File: config.mk
export PLATFORM = sky130hd
export DESIGN_NAME = psg_core
export DESIGN_NICKNAME = d
export VERILOG_FILES = /design/src/rtl/snd_pkg.sv /design/src/rtl/snd_regfile.sv /design/src/rtl/snd_tone.sv /design/src/rtl/snd_noise.sv /design/src/rtl/snd_level.sv /design/src/rtl/psg_core.sv
export SDC_FILE = /design/constraint.sdc
export NUM_CORES = 1
export LEC_CHECK = 0
export ABC_AREA = 1
export CAP_MARGIN = 20
export CORE_MARGIN = 2
export CORE_UTILIZATION = 35
export DETAILED_ROUTE_END_ITERATION = 10
export DONT_BUFFER_PORTS = 1
export SLEW_MARGIN = 20
export SYNTH_ARGS = -nofsm -noshare
export SYNTH_HDL_FRONTEND = slang
export SYNTH_SLANG_ARGS = --single-unit
File: constraint.sdc
create_clock -name clk -period 10.2 [get_ports clk]
set_input_delay 2.55 -clock clk [delete_from_list [all_inputs] [get_ports clk]]
set_output_delay 2.55 -clock clk [all_outputs]
set_load 0.01 [all_outputs]
File: src/rtl/snd_pkg.sv
package snd_pkg;
  localparam int NUM_TONE = 3;
  localparam int NUM_CH   = 4;
  localparam int ATT_W    = 4;

  typedef enum logic [1:0] {
    RATE_16    = 2'd0,
    RATE_32    = 2'd1,
    RATE_64    = 2'd2,
    RATE_TONE2 = 2'd3
  } noise_rate_e;

  typedef struct packed {
    logic        white;
    noise_rate_e rate;
  } noise_ctl_t;
endpackage

File: src/rtl/snd_regfile.sv
module snd_regfile
  import snd_pkg::*;
#(
  parameter int PW = 10
) (
  input  logic                      clk,
  input  logic                      rst_n,
  input  logic                      wr_en_i,
  input  logic [7:0]                wr_data_i,
  output logic [NUM_TONE*PW-1:0]    period_o,
  output logic [NUM_CH*ATT_W-1:0]   atten_o,
  output noise_ctl_t                nctl_o,
  output logic                      nctl_wr_o
);
  localparam int HI_W = PW - 4;

  logic [PW-1:0]    period_q [NUM_TONE];
  logic [PW-1:0]    period_d [NUM_TONE];
  logic [ATT_W-1:0] atten_q  [NUM_CH];
  logic [ATT_W-1:0] atten_d  [NUM_CH];
  noise_ctl_t       nctl_q, nctl_d;
  logic [1:0]       sel_ch_q, sel_ch_d;
  logic             sel_vol_q, sel_vol_d;
  logic             nctl_wr;

  always_comb begin
    period_d  = period_q;
    atten_d   = atten_q;
    nctl_d    = nctl_q;
    sel_ch_d  = sel_ch_q;
    sel_vol_d = sel_vol_q;
    nctl_wr   = 1'b0;
    if (wr_en_i) begin
      if (wr_data_i[7]) begin
        sel_ch_d  = wr_data_i[6:5];
        sel_vol_d = wr_data_i[4];
        if (wr_data_i[4]) begin
          atten_d[wr_data_i[6:5]] = wr_data_i[3:0];
        end else if (wr_data_i[6:5] == 2'd3) begin
          nctl_d  = noise_ctl_t'(wr_data_i[2:0]);
          nctl_wr = 1'b1;
        end else begin
          for (int i = 0; i < NUM_TONE; i++)
            if (wr_data_i[6:5] == 2'(i)) period_d[i][3:0] = wr_data_i[3:0];
        end
      end else if (!sel_vol_q) begin
        for (int i = 0; i < NUM_TONE; i++)
          if (sel_ch_q == 2'(i)) period_d[i][PW-1:4] = wr_data_i[HI_W-1:0];
      end
    end
  end

  always_ff @(posedge clk or negedge rst_n) begin
    if (!rst_n) begin
      for (int i = 0; i < NUM_TONE; i++) period_q[i] <= '0;
      for (int i = 0; i < NUM_CH; i++)   atten_q[i]  <= '1;
      nctl_q    <= '0;
      sel_ch_q  <= '0;
      sel_vol_q <= 1'b0;
    end else begin
      period_q  <= period_d;
      atten_q   <= atten_d;
      nctl_q    <= nctl_d;
      sel_ch_q  <= sel_ch_d;
      sel_vol_q <= sel_vol_d;
    end
  end

  for (genvar g = 0; g < NUM_TONE; g++) begin : g_per
    assign period_o[g*PW +: PW] = period_q[g];
  end
  for (genvar g = 0; g < NUM_CH; g++) begin : g_att
    assign atten_o[g*ATT_W +: ATT_W] = atten_q[g];
  end
  assign nctl_o    = nctl_q;
  assign nctl_wr_o = nctl_wr;

  // a data byte after an attenuation select leaves every period untouched
  a_r7_data_ignored: assert property (@(posedge clk) disable iff (!rst_n)
    (wr_en_i && !wr_data_i[7] && sel_vol_q) |=> $stable(period_o));

  // a data byte never disturbs the low nibble of any period
  a_r6_low_kept: assert property (@(posedge clk) disable iff (!rst_n)
    (wr_en_i && !wr_data_i[7]) |=>
      ($stable(period_q[0][3:0]) && $stable(period_q[1][3:0]) && $stable(period_q[2][3:0])));
endmodule

File: src/rtl/snd_tone.sv
module snd_tone #(
  parameter int PW = 10
) (
  input  logic          clk,
  input  logic          rst_n,
  input  logic          tick_i,
  input  logic [PW-1:0] period_i,
  output logic          wave_o
);
  logic [PW-1:0] cnt_q, cnt_d;
  logic          wave_q, wave_d;

  always_comb begin
    cnt_d  = cnt_q;
    wave_d = wave_q;
    if (tick_i) begin
      if (cnt_q <= PW'(1)) begin
        cnt_d  = period_i;
        wave_d = ~wave_q;
      end else begin
        cnt_d = cnt_q - PW'(1);
      end
    end
  end

  always_ff @(posedge clk or negedge rst_n) begin
    if (!rst_n) begin
      cnt_q  <= '0;
      wave_q <= 1'b0;
    end else begin
      cnt_q  <= cnt_d;
      wave_q <= wave_d;
    end
  end

  assign wave_o = wave_q;

  // the square output moves only on a tick
  a_r4_tick_only: assert property (@(posedge clk) disable iff (!rst_n)
    !tick_i |=> $stable(wave_q));

  // a tick that finds the count above one leaves the output alone
  a_r4_count_hold: assert property (@(posedge clk) disable iff (!rst_n)
    (tick_i && cnt_q > PW'(1)) |=> $stable(wave_q));
endmodule

File: src/rtl/snd_noise.sv
module snd_noise
  import snd_pkg::*;
#(
  parameter int LFSR_W     = 16,
  parameter int TAP        = 3,
  parameter int BASE_SHIFT = 4
) (
  input  logic       clk,
  input  logic       rst_n,
  input  logic       tick_i,
  input  logic       ctl_wr_i,
  input  noise_ctl_t ctl_i,
  input  logic       tone2_i,
  output logic       noise_o
);
  localparam int               DIV_W = BASE_SHIFT + 2;
  localparam logic [LFSR_W-1:0] SEED = {1'b1, {(LFSR_W-1){1'b0}}};

  logic [DIV_W-1:0]  div_q, div_d;
  logic [LFSR_W-1:0] lfsr_q, lfsr_d;
  logic              t2_q;
  logic [DIV_W-1:0]  mask;
  logic              shift_en;
  logic              fb;

  always_comb begin
    case (ctl_i.rate)
      RATE_16: mask = DIV_W'((1 << BASE_SHIFT) - 1);
      RATE_32: mask = DIV_W'((1 << (BASE_SHIFT + 1)) - 1);
      default: mask = DIV_W'((1 << (BASE_SHIFT + 2)) - 1);
    endcase
    if (ctl_i.rate == RATE_TONE2) shift_en = tone2_i && !t2_q;
    else                          shift_en = tick_i && ((div_q & mask) == mask);
    fb = ctl_i.white ? (lfsr_q[0] ^ lfsr_q[TAP]) : lfsr_q[0];
  end

  always_comb begin
    div_d  = tick_i ? div_q + DIV_W'(1) : div_q;
    lfsr_d = shift_en ? {fb, lfsr_q[LFSR_W-1:1]} : lfsr_q;
    if (ctl_wr_i) begin
      div_d  = '0;
      lfsr_d = SEED;
    end
  end

  always_ff @(posedge clk or negedge rst_n) begin
    if (!rst_n) begin
      div_q  <= '0;
      lfsr_q <= SEED;
      t2_q   <= 1'b0;
    end else begin
      div_q  <= div_d;
      lfsr_q <= lfsr_d;
      t2_q   <= tone2_i;
    end
  end

  assign noise_o = lfsr_q[0];

  // a control write leaves the register at the single-bit seed
  a_r8_seed: assert property (@(posedge clk) disable iff (!rst_n)
    ctl_wr_i |=> (lfsr_q == SEED));

  // without a shift or control write the register holds
  a_r8_hold: assert property (@(posedge clk) disable iff (!rst_n)
    (!shift_en && !ctl_wr_i) |=> $stable(lfsr_q));

  // the register can never lock up at all zeros
  a_r10_nonzero: assert property (@(posedge clk) disable iff (!rst_n)
    lfsr_q != '0);
endmodule

File: src/rtl/snd_level.sv
module snd_level
  import snd_pkg::*;
#(
  parameter int LW = 8
) (
  input  logic [ATT_W-1:0] atten_i,
  input  logic             on_i,
  output logic [LW-1:0]    level_o
);
  localparam int STEPS = 1 << ATT_W;

  function automatic logic [STEPS*LW-1:0] build_lut();
    logic [STEPS*LW-1:0] t;
    longint              v;
    t = '0;
    v = (longint'(1) << LW) - 1;
    for (int k = 0; k < STEPS - 1; k++) begin
      t[k*LW +: LW] = LW'(v);
      v = (v * 203) >>> 8;
    end
    return t;
  endfunction

  localparam logic [STEPS*LW-1:0] LUT = build_lut();

  assign level_o = on_i ? LUT[atten_i*LW +: LW] : '0;
endmodule

File: src/rtl/psg_core.sv
module psg_core
  import snd_pkg::*;
#(
  parameter int PRESCALE = 16,
  parameter int PW       = 10,
  parameter int LW       = 8,
  parameter int LFSR_W   = 16
) (
  input  logic                 clk,
  input  logic                 rst_n,
  input  logic                 wr_en,
  input  logic [7:0]           wr_data,
  output logic [NUM_CH-1:0]    wave_o,
  output logic [NUM_CH*LW-1:0] level_o,
  output logic [LW+1:0]        mix_o
);
  localparam int PS_W = (PRESCALE > 1) ? $clog2(PRESCALE) : 1;

  logic [PS_W-1:0]            pre_q, pre_d;
  logic                       tick;
  logic [NUM_TONE*PW-1:0]     period;
  logic [NUM_CH*ATT_W-1:0]    atten;
  noise_ctl_t                 nctl;
  logic                       nctl_wr;

  assign tick = (pre_q == PS_W'(PRESCALE - 1));

  always_comb begin
    pre_d = tick ? '0 : pre_q + PS_W'(1);
  end

  always_ff @(posedge clk or negedge rst_n) begin
    if (!rst_n) pre_q <= '0;
    else        pre_q <= pre_d;
  end

  snd_regfile #(.PW(PW)) u_regs (
    .clk(clk), .rst_n(rst_n), .wr_en_i(wr_en), .wr_data_i(wr_data),
    .period_o(period), .atten_o(atten), .nctl_o(nctl), .nctl_wr_o(nctl_wr)
  );

  for (genvar g = 0; g < NUM_TONE; g++) begin : g_tone
    snd_tone #(.PW(PW)) u_tone (
      .clk(clk), .rst_n(rst_n), .tick_i(tick),
      .period_i(period[g*PW +: PW]), .wave_o(wave_o[g])
    );
  end

  snd_noise #(.LFSR_W(LFSR_W)) u_noise (
    .clk(clk), .rst_n(rst_n), .tick_i(tick), .ctl_wr_i(nctl_wr),
    .ctl_i(nctl), .tone2_i(wave_o[2]), .noise_o(wave_o[3])
  );

  for (genvar g = 0; g < NUM_CH; g++) begin : g_lvl
    snd_level #(.LW(LW)) u_lvl (
      .atten_i(atten[g*ATT_W +: ATT_W]), .on_i(wave_o[g]),
      .level_o(level_o[g*LW +: LW])
    );

    // a channel whose wave bit is low contributes nothing
    a_r2_off_silent: assert property (@(posedge clk) disable iff (!rst_n)
      !wave_o[g] |-> (level_o[g*LW +: LW] == '0));

    // the highest attenuation is silent
    a_r3_att_silent: assert property (@(posedge clk) disable iff (!rst_n)
      (atten[g*ATT_W +: ATT_W] == '1) |-> (level_o[g*LW +: LW] == '0));
  end

  always_comb begin
    mix_o = '0;
    for (int i = 0; i < NUM_CH; i++) mix_o = mix_o + (LW+2)'(level_o[i*LW +: LW]);
  end
endmodule

# Yosys cells after proc, flatten, opt, wreduce, memory -nomap -nowiden
# Index checks and enable logic that the tools add are counted.
[word_totals]
in_bits = 11
reg_bits = 112
word_cells = 103
output_inout_bits = 46
[op_classes]
order_cmp = 5
eq_ne = 9
n_shift = 4
bitwise = 10
add_sub_neg = 8
n_mux = 22
reduce_logical = 21
[op_table]
columns = ["cell", "n"]
rows = [
  ["variable part select 128 x 8 -> 8 bit (first input constant)", 4],
  ["two-way mux 16 bit", 2],
  ["two-way mux 8 bit", 4],
  ["less-or-equal comparator 10 x 1 -> 1 bit (second input constant)", 3],
  ["two-way mux 10 bit", 3],
  ["subtractor 10 x 1 -> 10 bit (second input constant)", 3],
  ["bitwise mux 16 bit", 1],
  ["AND reduction 4 bit", 4],
  ["AND reduction 5 bit", 3],
  ["two-way mux 6 bit", 2],
  ["case mux 6 bit (2 select lines)", 1],
  ["adder 10 x 8 -> 10 bit", 1],
  ["adder 9 x 8 -> 10 bit", 1],
  ["adder 8 x 8 -> 9 bit", 1],
  ["demux 4 bit (select 2 bit)", 1],
  ["== test 2 bit (second input constant)", 4],
  ["two-way mux 4 bit", 2],
  ["AND reduction 2 bit", 4],
  ["NOT 1 bit", 7],
  ["adder 6 x 1 -> 6 bit (second input constant)", 1],
  ["bitwise AND 6 bit", 1],
  ["== test 2 x 1 -> 1 bit (second input constant)", 3],
  ["== test 6 bit", 1],
  ["zero test 2 bit", 3],
  ["11 further kinds", 19],
]

# Logic depth before layout (Yosys ltp)
# Gate-level depths: netlist of run 1.
[logic_depth]
depth_word = 8
mapped_depth = 19
depth_no_buf = 19

# By module
# From an unflattened synthesis of run 1, not the netlist that was laid out.
[unflattened]
hier_cells = 1153
area_unflattened_um2 = 8523.2
[by_module_without_submodules]
columns = ["module", "cells_each", "n_inst", "seq_area_each_um2", "area_per_inst_um2"]
rows = [
  ["snd_regfile", 251, 1, 1321.3, 2255.9],
  ["snd_tone (g_tone[0].u_tone ...)", 138, 2, 275.3, 928.4],
  ["snd_level", 51, 4, 0.0, 345.3],
  ["snd_noise", 153, 1, 576.8, 1152.4],
  ["psg_core", 143, 1, 100.1, 1011.0],
  ["snd_tone (g_tone[2].u_tone)", 126, 1, 275.3, 865.8],
]

# Worst setup path before layout of run 1
# OpenSTA, ideal clock, no wires.
[synth_path]
path_kind = "reg2out"
from = "register u_regs.atten_q (netlist bit u_regs.atten_o[4])"
to = "output port mix_o[8]"
stages_incl_launch_ff = 19
t_required_ns = 7.650
arrival_ns = 3.887
n_path_buf = 0
slack_ns = 3.763
path_cell_list = "dfstp_2 -> inv_1 -> ha_1 -> o21ai_0 -> a21oi_1 -> nor3_1 -> ha_1 -> a21oi_1 -> nor2_1 -> nor2_1 -> nand2_1 -> xnor2_1 -> fa_1 -> inv_1 -> ha_1 -> a21o_1 -> a21boi_0 -> nand2_1 -> xor2_1"
[synth_between]
elab_chain_len = 5
[synth_rtl]
columns = ["item", "line_no", "rtl"]
rows = [
  ["start, declared", "snd_regfile.sv:19", "logic [ATT_W-1:0] atten_q [NUM_CH];"],
  ["start signal, assigned", "snd_regfile.sv:62", "atten_q <= atten_d;"],
  ["variable part select 128 x 8 -> 8 bit", "snd_level.sv:26", "assign level_o = on_i ? LUT[atten_i*LW +: LW] : '0;"],
  ["two-way mux 8 bit", "snd_level.sv:26", ""],
  ["named net level_o[10]", "psg_core.sv:14", "output logic [NUM_CH*LW-1:0] level_o,"],
  ["adder 8 x 8 -> 9 bit", "psg_core.sv:71", "for (int i = 0; i < NUM_CH; i++) mix_o = mix_o + (LW+2)'(level_o[i*LW +: LW]);"],
  ["adder 9 x 8 -> 10 bit", "psg_core.sv:71", ""],
  ["adder 10 x 8 -> 10 bit", "psg_core.sv:71", ""],
  ["end, declared", "psg_core.sv:15", "output logic [LW+1:0] mix_o"],
]
# The timed path passes the listed nets, and every way through them passes these cells.

# Final worst setup path of run 1
# Same ends and word-level chain as after synthesis.

==> run metrics, run 1 <==
number of I/O pins=57; nets=1031; DP Worst Slack=about 3.3 ns; first-pass GRT wire length=27500 um; gr usage total=0.150; final hold slack=0.484 ns; syn nets=between 1k and 1.5k; hold_sp=u_regs.period_o[17]; vias per inst=slightly below 5; input/output buffers=0; Worst slew margin=0.405; vias in the first global route=5638; worst r2r path cells=7; CTS root buf=clkbuf_16; Final Max Tran Viols=0; fmax=about 0.14 GHz; Worst Path Max Fanout=7; Die Y-Extent=149 um; HP Class=register to register; sequential cell area fraction in the yosys report=0.384; Hold Buf Count CTS=0; Yosys top cell by area=dfrtp_1; synthesized flop and latch total=112; Worst Slack Setup Final=2.93 ns; die area=22200 um2; pin count of the biggest net entering global routing=approximately 110; Core ar.=around 21000 um2; Leak=3.99 nW; final instance area=7810 um2; CP Capture Type=output pin; CP max-delay cell=dfstp_2; wire per inst=13.2 um; CP Cell Sequence=inv_1 -> ha_1 -> o21ai_0 -> a21oi_1 -> nor3_1 -> ha_1 -> a21oi_1 -> nand2_1 -> nand3_1 -> nand2_1 -> xor2_1 -> fa_1 -> ha_1 -> a21oi_1 -> a21boi_0 -> nand2_1 -> xor2_1; setup TNS=0 ns; hpwl dp=11700 um; skew final=between 0.01 and 0.015 ns; peak supply drop=0.000200 V; Critical Path RT=approximately 7.7 ns; H-tree Lvls=3; total power divided by cell area=335 nW/um2; Pre-antenna DRT Iters=6; antenna cell count=0; top post-synthesis cells by area=dfrtp_1 (32%), nand2_1 (13%), ha_1 (8.9%); unrepaired setup endpoints after global routing=no; post-route minimum period=7.27 ns; yosys warns=0; gpl congestion=0.842; global route overflow=0; Synth top area share=0.324; synthesized area per cell=7.54 um2; gate count of the mapped netlist=975; Die Wd=149 um; drt total wl=16400 um; CTS buffer count=9; antenna violations before repair=0; post-synth design cell area=7350 um2; clk sinks=112; Crit. Startpoint=u_regs.atten_o[4]; Clock Tree Buf Depth=2; WP buf/inv=1; area of placed instances=7540 um2; DRC violation count after routing=0; vias=between 5k and 6k; endpoints failing setup=0; critical path depth in cells=17; CTS tree=done; Top delay family on crit path=adder cells; Worst Setup Start Kind=register; Worst path max stage delay=0.60 ns; Initial Util=0.353; CP arrival=between 4 and 5 ns; run status=complete, no violations; clock latency on the worst-skew pair=0.35 ns; CTS resizes=0; # Post-CTS Setup Buffers=0; post-layout power=between 2 and 3 mW; Clock transition at path regs=roughly 0.08 ns; Core Rows=53; P&R area growth vs syn=6.35%; crit share post-route=0.713; R2R Setup Slk=between 7 and 8 ns; max-cap viol count=0; Routed Antenna Nets=0; Distinct cells, synth=37; fraction of layout cells with a size suffix above 1=0.0509; Reg-to-Reg Start=pre_q[0]; WS Path Type=register to output pin; initial detailed-routing violation count=332; Slew @ Worst Pin=approximately 0.89 ns; final hold vios=0; Hold Path Stages=2
area by class of cell:
cell class                 instances  area [um2]
sequential                       112        2820
multi-input combinational        695        3840
clock inverter                     5        45.0
tap                              275         344
fill                            2188       13000
clock buffer                      11         233
inverter                         140         526
stage by stage:
step	cells	utilization
2_1_floorplan	975	-
3_3_place_gp	1222	0.362
3_5_place_dp	1222	0.362
4_1_cts	1238	0.375
5_1_grt	1238	0.375
6_report	1238	0.375
final timing paths:
path	endpoint
hold reg to reg	g_tone[1].u_tone.cnt_q[7]
setup / recovery	mix_o[8]
min in group asynchronous	u_noise.lfsr_q[9]
setup reg to reg	g_tone[0].u_tone.cnt_q[7]
hold / removal	g_tone[1].u_tone.cnt_q[7]
max in group asynchronous	u_regs.atten_o[7]
state kept, by name, indices dropped and copies added, names as in the netlist:
name,count
u_noise.t2_q,1
u_regs.sel_ch_q,2
pre_q,4
u_regs.atten_o,16
u_noise.lfsr_q,16
g_tone.u_tone.cnt_q,30
g_tone.u_tone.wave_o,3
u_regs.sel_vol_q,1
u_noise.div_q,6
u_regs.period_o,30
u_regs.nctl_o,3
cells in the final DEF (no fill, tap or decap):
cell / synthesis / routed
nand2_1: 258 / 258
inv_1: 138 / 138
dfrtp_1: 95 / 95
nor2_1: 83 / 83
o21ai_0: 81 / 81
nand3_1: 63 / 63
ha_1: 52 / 52
a21oi_1: 28 / 28
nand4_1: 18 / 18
xor2_1: 17 / 17
dfstp_2: 17 / 17
nor3_1: 16 / 16
o21ai_1: 14 / 14
fa_1: 10 / 10
clkbuf_16: 0 / 9
o211ai_1: 8 / 8
o22ai_1: 7 / 7
a211oi_1: 6 / 6
nand2_2: 5 / 5
nor3b_1: 4 / 4
xnor2_1: 4 / 4
a21o_1: 3 / 3
nor2_2: 3 / 3
inv_6: 0 / 3
nand3_4: 2 / 2
inv_2: 2 / 2
or2_2: 2 / 2
a21boi_0: 2 / 2
nand3b_1: 2 / 2
clkbuf_1: 10 / 2
a31oi_1: 1 / 1
nor2_4: 1 / 1
a21oi_4: 1 / 1
nor3_4: 1 / 1
nand3_2: 1 / 1
nor4_1: 1 / 1
o32ai_1: 1 / 1
inv_8: 0 / 1
clkinvlp_4: 0 / 1
cells in the mapped netlist, drive strengths merged:
cell and n:
a211oi 6, a21boi 2, a21o 3, a21oi 29, a31oi 1, buf 18
clkbuf 10, dfrtp 95, dfstp 17, fa 10, ha 52, inv 140
nand2 263, nand3 66, nand3b 2, nand4 18, nor2 87, nor3 17
nor3b 4, nor4 1, o211ai 8, o21ai 95, o22ai 7, o32ai 1
or2 2, xnor2 4, xor2 17
power by group:
part / switching (mW) / leakage, nW / internal (mW) / total, mW
logic: 1.02 / 2.49 / 0.557 / 1.58
clock network: 0.170 / 0.133 / 0.171 / 0.340
registers: 0.122 / 1.37 / 0.575 / 0.697
total: 1.31 / 3.99 / 1.30 / 2.62
per-layer routing:
metal  global-route usage  wire (um)  vias to the layer above
li1                     -          -                     3091
met1                0.210       8200                     2781
met2                0.248       7590                       78
met3               0.0257        414                       15
met4               0.0262        163                        0
met5                    0          0                        -
worst reg2reg max path, stage by stage (launching register included):
cell and delay, ns:
dfrtp_1 0.37, ha_1 0.23, nand3_4 0.34, inv_2 0.80
nand3_1 0.41, inv_1 0.29, nand2_1 0.10, o211ai_1 0.09
kinds of logic after synthesis:
| kind of cell | count (synthesis) | synth area share |
|---|---|---|
| AOI/OAI and AO/OA | 152 | 0.113 |
| xor gates and xnor gates | 21 | 0.0250 |
| adders and majority gates | 62 | 0.116 |
| buffers and inverters | 168 | 0.0926 |
| DFF | 112 | 0.384 |
| and+or+nand+nor | 460 | 0.269 |
Power figures use the tool's default switching activity.
==> inputs of run 2 (changes only) <==
clock period = 7.45 ns   (was 10.2 ns; I/O delays follow)
==> run 2 against run 1 <==
Core utilization about the same. Clock power up 36%. Sequential share of layout area hardly changed. Non-clock buffer count did not move. Sequential power grew 37%. First-iteration DRC count is 21% lower. Hold slack improved by 0.0062 ns. Design area about the same. Combinational power increased by 35%. Die area is the same. Clock-buffer cell count stayed put. Largest cell class unchanged. Largest power group unchanged. Highest routed layer unchanged.
==> run metrics, run 2 (synthesis results as in run 1) <==
die area=22200 um2 (unchanged); WS Path Type=register to output pin; crit share post-route=0.880; vias in the first global route=5559 (-1.4%); CTS resizes=0 (unchanged); CTS tree=done; skew final=0.00811 ns (-0.00560 ns); Reg-to-Reg Start=pre_q[0]; clock latency on the worst-skew pair=0.35 ns (about the same); Clock transition at path regs=0.07 ns (about the same); first-pass GRT wire length=27200 um (-1.2%); wire per inst=13.1 um (-1.1%); Worst Slack Setup Final=0.894 ns (-2.03 ns); Initial Util=0.353 (unchanged); Routed Antenna Nets=0 (unchanged); vias=5922 (-0.72%); commonest cells after routing, fill and taps aside=nand2_1 (258), inv_1 (138), dfrtp_1 (95), nor2_1 (83), o21ai_0 (81); final hold slack=0.490 ns (+0.00618 ns); DRC violation count after routing=0 (unchanged); met1 Use GR=0.211 (+0.00101); fmax=0.153 GHz; Worst slew margin=0.392 (-0.0136); hold_sp=u_regs.period_o[25]; Critical Path RT=5.59 ns (-2.06 ns); HP Class=register to register; antenna violations before repair=0 (unchanged); final instance area=7810 um2 (about the same); gpl congestion=0.841 (-0.19%); antenna cell count=0 (unchanged); Core ar.=20800 um2 (unchanged); Worst Setup Start Kind=register; CTS root buf=clkbuf_16; Hold Buf Count CTS=0 (unchanged); final hold vios=0 (unchanged); Final Max Tran Viols=0 (unchanged); number of I/O pins=57 (unchanged); most common cell after layout, fill and taps aside=nand2_1; Non-Filler Instances=1238 (unchanged); unrepaired setup endpoints after global routing=no; area of placed instances=7540 um2 (unchanged); Top delay family on crit path=adder cells; Leak=3.99 nW (about the same); fillcell total=2190 (+0.091%); CTS buffer count=9 (unchanged); area of the multi-input gates=3840 um2 (unchanged); GR Util met2=0.248 (-0.000461); global route overflow=0 (unchanged); Worst path max stage delay=0.60 ns (about the same); Pre-antenna DRT Iters=5 (-1); Die Y-Extent=149 um (unchanged); setup TNS=0 ns (unchanged); Die Wd=149 um (unchanged); peak supply drop=0.000325 V (+62%); WP buf/inv=3 (+2); Worst Path Max Fanout=7 (unchanged); fraction of layout cells with a size suffix above 1=0.0509 (unchanged); post-route minimum period=between 6 and 7 ns; Crit. Startpoint=u_regs.atten_o[4]; Clock Tree Buf Depth=2 (unchanged); # Post-CTS Setup Buffers=0 (unchanged); total power divided by cell area=456 nW/um2 (+36%); DP Worst Slack=1.30 ns (-2.03 ns); M3 GR Usage=0.0235 (-0.00214); endpoints failing setup=0 (unchanged); drt total wl=16200 um (-1.1%); Slew @ Worst Pin=0.911 ns (+0.0203 ns); max-cap viol count=0 (unchanged); Core Rows=53 (unchanged); run status=complete, no violations; busiest layer in global routing=met2; nets=1031 (unchanged); pin count of the biggest net entering global routing=113 (unchanged); CP max-delay cell=dfstp_2; gr usage total=0.150 (-0.000382); vias per inst=4.78 (-0.72%); initial detailed-routing violation count=263 (-21%); fin util=0.375 (about the same); Reg area=2820 um2 (unchanged); P&R area growth vs syn=6.32% (about the same); post-layout power=3.56 mW (+36%); CP arrival=4.69 ns (-0.03 ns); placed insts=1222 (unchanged); CP Cell Sequence=inv_1 -> ha_1 -> o21ai_0 -> a21oi_1 -> nor3_1 -> ha_1 -> a21oi_1 -> nor2_1 -> nor2_1 -> nand2_1 -> xnor2_1 -> fa_1 -> inv_1 -> ha_1 -> nand2_1 -> inv_1 -> nand4_1 -> o211ai_1 -> xor2_1; clk sinks=112 (unchanged); input/output buffers=0 (unchanged); H-tree Lvls=3 (unchanged); CP Capture Type=output pin; hpwl dp=11600 um (-0.99%)
==> run 2: power breakdown <==
| part | leakage (nW) | total [mW] | switching (mW) | internal (mW) |
|---|---|---|---|---|
| logic | 2.49 | 2.14 | 1.38 | 0.761 |
| registers | 1.37 | 0.954 | 0.167 | 0.787 |
| clock network | 0.136 | 0.463 | 0.230 | 0.233 |
| total | 3.99 | 3.56 | 1.78 | 1.78 |
==> run 2: tightest hold or removal path, delay by kind of cell, from the launching register on <==
| kind | cells | cell delay (ns) |
|---|---|---|
| DFF | 1 | 0.34 |
| AOI/OAI and AO/OA | 1 | 0.06 |
| and+or+nand+nor | 1 | 0.05 |
==> run 2: metal layers <==
metal / part of all wire / up-vias
met5: 0 / -
met4: 0.0070 / 0
met3: 0.022 / 9
met2: 0.47 / 71
met1: 0.51 / 2759
li1: - / 3083
==> run 2: worst paths after layout <==
kind | to | slack, ns | depth (start not counted)
setup / recovery | mix_o[7] | 0.89 | 19
hold / removal | u_regs.period_o[25] | 0.49 | 2
setup reg to reg | g_tone[0].u_tone.cnt_q[7] | 4.75 | 7
hold reg to reg | u_regs.period_o[25] | 0.49 | 2
max in group asynchronous | u_regs.atten_o[3] | 5.93 | 0
min in group asynchronous | g_tone[2].u_tone.cnt_q[1] | 1.22 | 0
==> run 2: final cells by class <==
cell class / instances / area share
clock buffers: 11 / 0.0298
clock inverters: 5 / 0.00545
multi-input cells: 695 / 0.492
well taps: 275 / 0.0440
inverters: 140 / 0.0673
flip-flops and latches: 112 / 0.362
